**src/rtl/pcr_pkg.sv**
```systemverilog
package pcr_pkg;

    // Trigger life cycle: disarmed, waiting for inactive pins, live, firing.
    typedef enum logic [1:0] {
        ST_IDLE  = 2'd0,
        ST_WAIT  = 2'd1,
        ST_ARMED = 2'd2,
        ST_FIRE  = 2'd3
    } pcr_state_e;

endpackage

```
**src/rtl/pcr_sync.sv**
```systemverilog
module pcr_sync #(
    parameter int W = 32
) (
    input  logic         clk,
    input  logic         rst_n,
    input  logic [W-1:0] async_i,
    output logic [W-1:0] sync_o
);

    typedef struct packed {
        logic [W-1:0] s1;
        logic [W-1:0] s2;
    } sync_t;

    sync_t sync_d, sync_q;

    always_comb begin
        sync_d    = sync_q;
        sync_d.s1 = async_i;
        sync_d.s2 = sync_q.s1;
    end

    always_ff @(posedge clk or negedge rst_n) begin
        if (!rst_n) sync_q <= '0;
        else        sync_q <= sync_d;
    end

    assign sync_o = sync_q.s2;

endmodule

```
**src/rtl/pcr_detect.sv**
```systemverilog
module pcr_detect #(
    parameter  int GRP_W   = 8,
    parameter  int NUM_GRP = 4,
    localparam int PIN_W   = GRP_W * NUM_GRP,
    localparam int SEL_W   = (NUM_GRP > 1) ? $clog2(NUM_GRP) : 1
) (
    input  logic             clk,
    input  logic             rst_n,
    input  logic [PIN_W-1:0] pins_i,
    input  logic [SEL_W-1:0] sel_i,
    input  logic [GRP_W-1:0] mask_i,
    input  logic [GRP_W-1:0] pol_i,
    output logic [GRP_W-1:0] grp_o,
    output logic             hit_o,
    output logic             active_o
);

    typedef struct packed {
        logic [GRP_W-1:0] prev;
    } det_t;

    det_t det_d, det_q;

    logic [GRP_W-1:0] cur;
    logic [GRP_W-1:0] hit_vec;
    logic [GRP_W-1:0] act_vec;

    // group multiplexer
    always_comb begin
        cur = '0;
        for (int g = 0; g < NUM_GRP; g++) begin
            if (sel_i == SEL_W'(g)) cur = pins_i[g*GRP_W +: GRP_W];
        end
    end

    // per-pin edge match and active-level test
    for (genvar b = 0; b < GRP_W; b++) begin : g_bit
        logic rise_b, fall_b;
        assign rise_b     = cur[b] & ~det_q.prev[b];
        assign fall_b     = ~cur[b] & det_q.prev[b];
        assign hit_vec[b] = mask_i[b] & (pol_i[b] ? rise_b : fall_b);
        assign act_vec[b] = mask_i[b] & ~(cur[b] ^ pol_i[b]);
    end

    always_comb begin
        det_d      = det_q;
        det_d.prev = cur;
    end

    always_ff @(posedge clk or negedge rst_n) begin
        if (!rst_n) det_q <= '0;
        else        det_q <= det_d;
    end

    assign grp_o    = cur;
    assign hit_o    = |hit_vec;
    assign active_o = |act_vec;

    // A trigger needs the watched value to have moved since last cycle.
    assert_hit_is_change_R3: assert property (@(posedge clk) disable iff (!rst_n)
        hit_o |-> (grp_o != det_q.prev));

endmodule

```
**src/rtl/pcr_ctrl.sv**
```systemverilog
module pcr_ctrl
    import pcr_pkg::*;
#(
    parameter int PC_W  = 9,
    parameter int GRP_W = 8,
    parameter int SEL_W = 2
) (
    input  logic             clk,
    input  logic             rst_n,
    input  logic             cfg_we_i,
    input  logic [GRP_W-1:0] cfg_mask_i,
    input  logic [GRP_W-1:0] cfg_pol_i,
    input  logic [SEL_W-1:0] cfg_sel_i,
    input  logic [PC_W-1:0]  cfg_target_i,
    input  logic             rearm_i,
    input  logic [PC_W-1:0]  core_pc_i,
    input  logic             core_step_i,
    input  logic [GRP_W-1:0] grp_i,
    input  logic             hit_i,
    input  logic             active_i,
    output logic [GRP_W-1:0] mask_o,
    output logic [GRP_W-1:0] pol_o,
    output logic [SEL_W-1:0] sel_o,
    output logic             pc_load_o,
    output logic [PC_W-1:0]  pc_load_addr_o,
    output logic [PC_W-1:0]  stat_pc_o,
    output logic [GRP_W-1:0] stat_pins_o,
    output logic             armed_o
);

    typedef struct packed {
        pcr_state_e       st;
        logic [GRP_W-1:0] mask;
        logic [GRP_W-1:0] pol;
        logic [SEL_W-1:0] sel;
        logic [PC_W-1:0]  target;
        logic [GRP_W-1:0] snap;
        logic [PC_W-1:0]  stat_pc;
        logic [GRP_W-1:0] stat_pins;
    } ctrl_t;

    ctrl_t ctrl_d, ctrl_q;
    logic  enabled;
    logic  load;

    assign enabled = (ctrl_q.mask != '0);
    assign load    = (ctrl_q.st == ST_FIRE) && core_step_i;

    always_comb begin
        ctrl_d = ctrl_q;
        unique case (ctrl_q.st)
            ST_IDLE: begin
                if (rearm_i && enabled) ctrl_d.st = ST_WAIT;
            end
            ST_WAIT: begin
                if (!active_i) ctrl_d.st = ST_ARMED;
            end
            ST_ARMED: begin
                if (hit_i) begin
                    ctrl_d.st   = ST_FIRE;
                    ctrl_d.snap = grp_i;
                end
            end
            ST_FIRE: begin
                if (core_step_i) begin
                    ctrl_d.st        = ST_IDLE;
                    ctrl_d.stat_pc   = core_pc_i;
                    ctrl_d.stat_pins = ctrl_q.snap;
                end
            end
            default: ctrl_d.st = ST_IDLE;
        endcase

        // a configuration write replaces the setup and restarts arming
        if (cfg_we_i) begin
            ctrl_d.mask   = cfg_mask_i;
            ctrl_d.pol    = cfg_pol_i;
            ctrl_d.sel    = cfg_sel_i;
            ctrl_d.target = cfg_target_i;
            ctrl_d.st     = (cfg_mask_i != '0) ? ST_WAIT : ST_IDLE;
        end
    end

    always_ff @(posedge clk or negedge rst_n) begin
        if (!rst_n) begin
            ctrl_q    <= '0;
            ctrl_q.st <= ST_IDLE;
        end else begin
            ctrl_q <= ctrl_d;
        end
    end

    assign mask_o         = ctrl_q.mask;
    assign pol_o          = ctrl_q.pol;
    assign sel_o          = ctrl_q.sel;
    assign pc_load_o      = load;
    assign pc_load_addr_o = ctrl_q.target;
    assign stat_pc_o      = ctrl_q.stat_pc;
    assign stat_pins_o    = ctrl_q.stat_pins;
    assign armed_o        = (ctrl_q.st == ST_ARMED);

    assert_single_load_R6: assert property (@(posedge clk) disable iff (!rst_n)
        pc_load_o |=> !pc_load_o);

    assert_stat_pc_R7: assert property (@(posedge clk) disable iff (!rst_n)
        pc_load_o |=> (stat_pc_o == $past(core_pc_i)));

    assert_quiet_when_off_R2: assert property (@(posedge clk) disable iff (!rst_n)
        (ctrl_q.mask == '0) |-> !pc_load_o);

    assert_arm_when_idle_R10: assert property (@(posedge clk) disable iff (!rst_n)
        $rose(armed_o) |-> $past(!active_i));

endmodule

```
**src/rtl/pin_pc_redirect.sv**
```systemverilog
module pin_pc_redirect #(
    parameter  int PC_W    = 9,
    parameter  int GRP_W   = 8,
    parameter  int NUM_GRP = 4,
    localparam int PIN_W   = GRP_W * NUM_GRP,
    localparam int SEL_W   = (NUM_GRP > 1) ? $clog2(NUM_GRP) : 1
) (
    input  logic             clk,
    input  logic             rst_n,
    input  logic [PIN_W-1:0] pins_i,
    input  logic             cfg_we_i,
    input  logic [GRP_W-1:0] cfg_mask_i,
    input  logic [GRP_W-1:0] cfg_polarity_i,
    input  logic [SEL_W-1:0] cfg_group_i,
    input  logic [PC_W-1:0]  cfg_target_i,
    input  logic             rearm_i,
    input  logic [PC_W-1:0]  core_pc_i,
    input  logic             core_step_i,
    output logic             pc_load_o,
    output logic [PC_W-1:0]  pc_load_addr_o,
    output logic [PC_W-1:0]  stat_pc_o,
    output logic [GRP_W-1:0] stat_pins_o,
    output logic             armed_o
);

    logic [PIN_W-1:0] pins_s;
    logic [GRP_W-1:0] grp;
    logic             hit;
    logic             active;
    logic [GRP_W-1:0] mask;
    logic [GRP_W-1:0] pol;
    logic [SEL_W-1:0] sel;

    pcr_sync #(.W(PIN_W)) u_sync (
        .clk     (clk),
        .rst_n   (rst_n),
        .async_i (pins_i),
        .sync_o  (pins_s)
    );

    pcr_detect #(.GRP_W(GRP_W), .NUM_GRP(NUM_GRP)) u_detect (
        .clk      (clk),
        .rst_n    (rst_n),
        .pins_i   (pins_s),
        .sel_i    (sel),
        .mask_i   (mask),
        .pol_i    (pol),
        .grp_o    (grp),
        .hit_o    (hit),
        .active_o (active)
    );

    pcr_ctrl #(.PC_W(PC_W), .GRP_W(GRP_W), .SEL_W(SEL_W)) u_ctrl (
        .clk            (clk),
        .rst_n          (rst_n),
        .cfg_we_i       (cfg_we_i),
        .cfg_mask_i     (cfg_mask_i),
        .cfg_pol_i      (cfg_polarity_i),
        .cfg_sel_i      (cfg_group_i),
        .cfg_target_i   (cfg_target_i),
        .rearm_i        (rearm_i),
        .core_pc_i      (core_pc_i),
        .core_step_i    (core_step_i),
        .grp_i          (grp),
        .hit_i          (hit),
        .active_i       (active),
        .mask_o         (mask),
        .pol_o          (pol),
        .sel_o          (sel),
        .pc_load_o      (pc_load_o),
        .pc_load_addr_o (pc_load_addr_o),
        .stat_pc_o      (stat_pc_o),
        .stat_pins_o    (stat_pins_o),
        .armed_o        (armed_o)
    );

endmodule

```
**config.mk**
```make
export PLATFORM = sky130hd
export DESIGN_NAME = pin_pc_redirect
export DESIGN_NICKNAME = d
export VERILOG_FILES = /design/src/rtl/pcr_pkg.sv /design/src/rtl/pcr_sync.sv /design/src/rtl/pcr_detect.sv /design/src/rtl/pcr_ctrl.sv /design/src/rtl/pin_pc_redirect.sv
export SDC_FILE = /design/constraint.sdc
export NUM_CORES = 1
export LEC_CHECK = 0
export BUFFER_PORTS_ARGS = -buffer_cell sky130_fd_sc_hd__buf_2
export CAP_MARGIN = 0
export CORE_ASPECT_RATIO = 1.25
export CORE_MARGIN = 1.5
export CORE_UTILIZATION = 49
export DETAILED_ROUTE_END_ITERATION = 10
export HOLD_SLACK_MARGIN = 0.12
export PLACE_DENSITY = 0.7
export SLEW_MARGIN = 30
export SYNTH_ARGS = -nofsm -noshare
export SYNTH_HDL_FRONTEND = slang
export SYNTH_HIERARCHICAL = 1
export SYNTH_SLANG_ARGS = --single-unit
```
**constraint.sdc**
```tcl
create_clock -name clk -period 3.25 [get_ports clk]
set_input_delay 0.4875 -clock clk [delete_from_list [all_inputs] [get_ports clk]]
set_output_delay 0.4875 -clock clk [all_outputs]
set_load 0.05 [all_outputs]
```
Word-level counts from Yosys, hierarchy flattened
Cells that the tools add are included.
- flip-flop bits (word level): 126
- word-level logic and storage cells: 115
- bits in writable memories: 0
- latch bits: 0
- memory bits (read-only): 0
- memories: 0
- input bits: 73
- $lt $le $gt $ge: 0
- bitwise operators: 64
- reduce and logical (&&, ||, !) cells: 11
- multiplexer cells: 19
- shifts and indexed selects: 0
- divide/modulo/power cells: 0
- multipliers: 0
- equality and inequality tests: 10
- $add $sub $neg: 0
- operators with widths (cell ; count):
    $and A1 B1 Y1 ; 32
    $mux W8 ; 4
    $mux W29 ; 1
    $not A1 Y1 ; 24
    $reduce_bool A8 Y1 ; 2
    $reduce_or A8 Y1 ; 2
    $mux W1 ; 9
    $eq A2 B2 Y1 const B ; 4
    $mux W2 ; 4
    $pmux W2 S4 ; 1
    $xor A1 B1 Y1 ; 8
    $ne A3 B2 Y1 const B ; 2
    $ne A3 B3 Y1 const B ; 2
    $eq A2 B1 Y1 const B ; 2
    $logic_not A2 Y1 ; 2
    $reduce_and A2 Y1 ; 2
    $reduce_and A4 Y1 ; 1
    $logic_and A1 B1 Y1 ; 2

Longest topological paths before layout
- depth after elaboration: 13
- mapped depth: 12
- gate-level depth less buffers: 9

Cells and area by module
The synthesis kept the hierarchy.
- by module, submodules not included (module ; instances ; seq. area each (um^2) ; cells each ; area an instance (um^2)):
    pcr_ctrl ; 1 ; 1351.3 ; 182 ; 2477.4
    pcr_sync ; 1 ; 1601.5 ; 64 ; 1601.5
    pcr_detect ; 1 ; 200.2 ; 110 ; 1019.7

Worst setup path before layout
No wires, ideal clock.
- path kind: reg-to-reg
- from: reg u_ctrl.ctrl_q (netlist bit u_ctrl/sel_o[0])
- to: reg u_ctrl/ctrl_q[17] (netlist name)
- cell stages (with the launch flop): 10
- path slack: 318 ps
- buffers on the path: 2
- required time: 3125 ps
- period minus slack after synthesis: 2932 ps
- arrival time: 2807 ps
- path through: dfrtp_1 -> buf_4 -> buf_4 -> mux2i_1 -> mux2_1 -> and3_1 -> or4_1 -> or3_1 -> nand2_1 -> mux2_2
- word-level cells in the longest chain between the ends: 11
- elaborated cells between the ends (all ways): 50
- ends and longest elaborated chain (item ; RTL line ; RTL):
    start, declared ; pcr_ctrl.sv:42 ; ctrl_t ctrl_d, ctrl_q;
    start signal, assigned ; pcr_ctrl.sv:89 ; ctrl_q <= ctrl_d;
    $logic_not A2 Y1 ; pcr_detect.sv:32 ; if (sel_i == SEL_W'(g)) cur = pins_i[g*GRP_W +: GRP_W];
    $mux W8 (3 in a row) ; pcr_detect.sv:32 ;
    $mux W8 (*) ; pcr_detect.sv:32 ;
    $not A1 Y1 ; pcr_detect.sv:40 ; assign fall_b = ~cur[b] & det_q.prev[b];
    $and A1 B1 Y1 ; pcr_detect.sv:40 ;
    $mux W1 ; pcr_detect.sv:41 ; assign hit_vec[b] = mask_i[b] & (pol_i[b] ? rise_b : fall_b);
    $and A1 B1 Y1 ; pcr_detect.sv:41 ;
    $reduce_or A8 Y1 (*) ; pcr_detect.sv:56 ; assign hit_o = |hit_vec;
    net hit ; pin_pc_redirect.sv:28 ; logic hit;
    $reduce_and A2 Y1 (no line) (*) ; n/a ;
Mark *: on every way through the listed nets, which the timed path passes. The rest lies on a longest branch.
A chain may end at the register's enable or synchronous reset.

Worst setup path in the final report
- from: reg u_ctrl.ctrl_q (netlist bit u_ctrl/sel_o[0])
- to: reg u_ctrl/ctrl_q[21] (netlist name)
Same word-level chain as after synthesis.

==> results.md <==
- Pre-CTS WS: 304 ps
- Initial DRC Count: 110
- Final wirelength: 8.58 mm
- Cell Rows: 41
- Rel. slew slack: 50.5%
- Cell count after synthesis: 356
- Clock tree from TritonCTS: done
- Hpwl dp: 6.22 mm
- Clock sinks: 126
- Synth Warn #: 6
- Net Count, Synth: 433
- EDFF count, synth: 0
- N_diodes: 0
- Worst Max-Slew Pin Slew: 742 ps
- Final Slew Violations: 0
- Worst-skew pair later-pin latency: 410 ps
- Post-synthesis sequential area ratio: 61.8%
- CP max FO: 8
- Final Cycle Share: 91.6%
- DRC viols: 0
- # IOs: 101
- WP data arrival: 3270 ps
- Pwr dens: 818 mW/mm2
- Post-route setup slack: 274 ps
- Worst Hold Class: input pin to async pin
- Antenna-violating nets left: 0
- Vias in the first global route: 2,812
- Setup tns final: 0 ps
- Tot Pwr: 4.93 mW
- Setup crit start kind: flop
- Gr usage total: 17.3%
- CP required: 3540 ps
- P_leak: 2.89 nW
- DIE WIDTH: 94.2 um
- Core area: 0.0101 mm2
- Grt ovf: 0
- Num CTS Buffers: 17
- Worst Skew: 5.45 ps
- Max IR drop VDD: 546 uV
- Synth-to-layout area growth: 18.2%
- Die area: 0.0110 mm2
- Crit path time final: 2980 ps
- RSZ-0062 raised after global routing: no
- Final Setup Violations: 0
- Worst Setup Path Type: flop to flop
- Worst flop-to-flop path startpoint: u_ctrl/sel_o[0]
- Final net count: 506
- Vias: 2,828
- Worst-path clk slew: 60 ps
- DP Area: 0.00545 mm2
- Routability cong.: 0.843
- H-tree depth: 4
- FMAX: 336 MHz
- Initial antenna violation count: 0
- Starting Density: 50.5%
- Drt wl/cell: 15.0 um
- Run status: completed
- Hold Violations, Final: 0
- Max_cap viols: 0
- Commonest non-fill, non-tap cell in the layout: dfrtp_1
- CTS root buf: clkbuf_16
- Hold buffer count at cts: 0
- Fraction of registers with async set/reset: 100%
- Port bufs: 100
- Via density: 4.95
- CP Capture Type: flop
- Yosys cell types: 32
- Syn_area_per_cell: 14.3 um2
- First drt pass iteration count: 4
- WHS: 144 ps
- Clock Tree Buf Depth: 2
- Post-CTS setup buffer count: 0
- Mapped cell area: 0.00510 mm2
- Setup crit start: u_ctrl/sel_o[0]
- # resized after CTS: 0
- Flops & latches, synth: 126
- First-pass GRT wire length: 13.8 mm
- Design area: 0.00603 mm2
- Layout cell share with drive strength beyond 1: 43.2%
- DIE HEIGHT: 117 um
- Largest net degree at the start of global routing: 69
- Commonest non-fill, non-tap cells in the layout: dfrtp_1 (126), buf_2 (99), mux2_2 (52), mux2i_1 (40), clkbuf_16 (17)
- Main synth FF type: dfrtp_1
-- logic make-up (layout without fill, tap and decap cells) --
| family | after synthesis | in the layout | share of synthesized area [%] |
|---|---|---|---|
| muxes | 93 | 93 | 19.6 |
| and+or+nand+nor | 42 | 42 | 4.86 |
| DFF | 126 | 126 | 61.8 |
| adders and majority gates | 4 | 4 | 0.982 |
| AOI/OAI and AO/OA | 21 | 21 | 2.94 |
| xor gates and xnor gates | 13 | 13 | 2.23 |
| buffers and inverters | 57 | 143 | 7.58 |
-- routing by layer --
layer	share of wire (%)	vias up	global-route usage, %	routed length [um]
met2	52	89	29.0	4480
met4	2.4	0	9.85	206
met3	4.8	17	4.26	416
li1	-	1344	-	-
met5	0	-	0	0
met1	41	1378	20.3	3480
-- final cells by class --
cell class                 instances  area [um2]
clock buffer                      18         439
clock inverter                    14         135
fill                             801        4080
inverter                           5        18.8
multi-input combinational        173        1560
sequential                       126        3150
tap                              129         161
timing repair buffer             106         561
-- worst max-delay path: stages (launching register included) --
cell     delay, ps
dfrtp_1        380
mux2i_1        350
mux2_1         350
and3_1         180
or4_1          530
or3_1          410
nand2_1        270
mux2_2         380
-- final timing paths --
kind	slack (ps)	cells past startpoint	end
setup / recovery	270	7	u_ctrl/ctrl_q[21]
setup reg to reg	270	7	u_ctrl/ctrl_q[21]
hold / removal	140	1	u_ctrl/stat_pc_o[1]
max in group asynchronous	2330	2	u_sync/sync_d[3]
hold reg to reg	350	0	u_sync/sync_o[27]
min in group clk	180	1	u_sync/sync_d[14]
-- where the power goes --
group,internal (mW),switching [mW]
clock,1.08,0.698
sequential,1.82,0.138
combinational,0.430,0.759
-- per-stage QoR --
stage,util (%),instances
floorplan,-,356
global placement,54.0,539
detailed placement,54.0,539
CTS,59.6,571
global route,59.6,571
finish,59.6,571
-- cells in the mapped netlist, drive strengths merged (2+ instances only) --
| cell | number | area, um2 |
|---|---|---|
| dfrtp | 126 | 3150 |
| inv | 5 | 18.8 |
| xnor2 | 5 | 43.8 |
| a22oi | 7 | 52.6 |
| or4 | 3 | 26.3 |
| mux2 | 53 | 597 |
| ha | 4 | 50.1 |
| xor2 | 8 | 70.1 |
| o22ai | 2 | 12.5 |
| and3 | 4 | 25.0 |
| buf | 49 | 357 |
| nor2b | 4 | 25.0 |
| nand2 | 7 | 26.3 |
| a21oi | 3 | 15.0 |
| nor2 | 3 | 11.3 |
| o211ai | 2 | 15.0 |
| nor4 | 2 | 12.5 |
| mux2i | 40 | 400 |
| clkbuf | 3 | 11.3 |
| nand2b | 16 | 100 |
| a221oi | 3 | 26.3 |
-- state kept, by name (all words and copies together), names as in the netlist --
signal and flops:
u_detect/det_q 8, u_sync/sync_d 32, u_ctrl/sel_o 2, u_ctrl/pol_o 8, u_ctrl/stat_pc_o 9, u_ctrl/pc_load_addr_o 9, u_sync/sync_o 32, u_ctrl/mask_o 8
u_ctrl/stat_pins_o 8, u_ctrl/ctrl_q 10
Power figures use the tool's default switching activity.
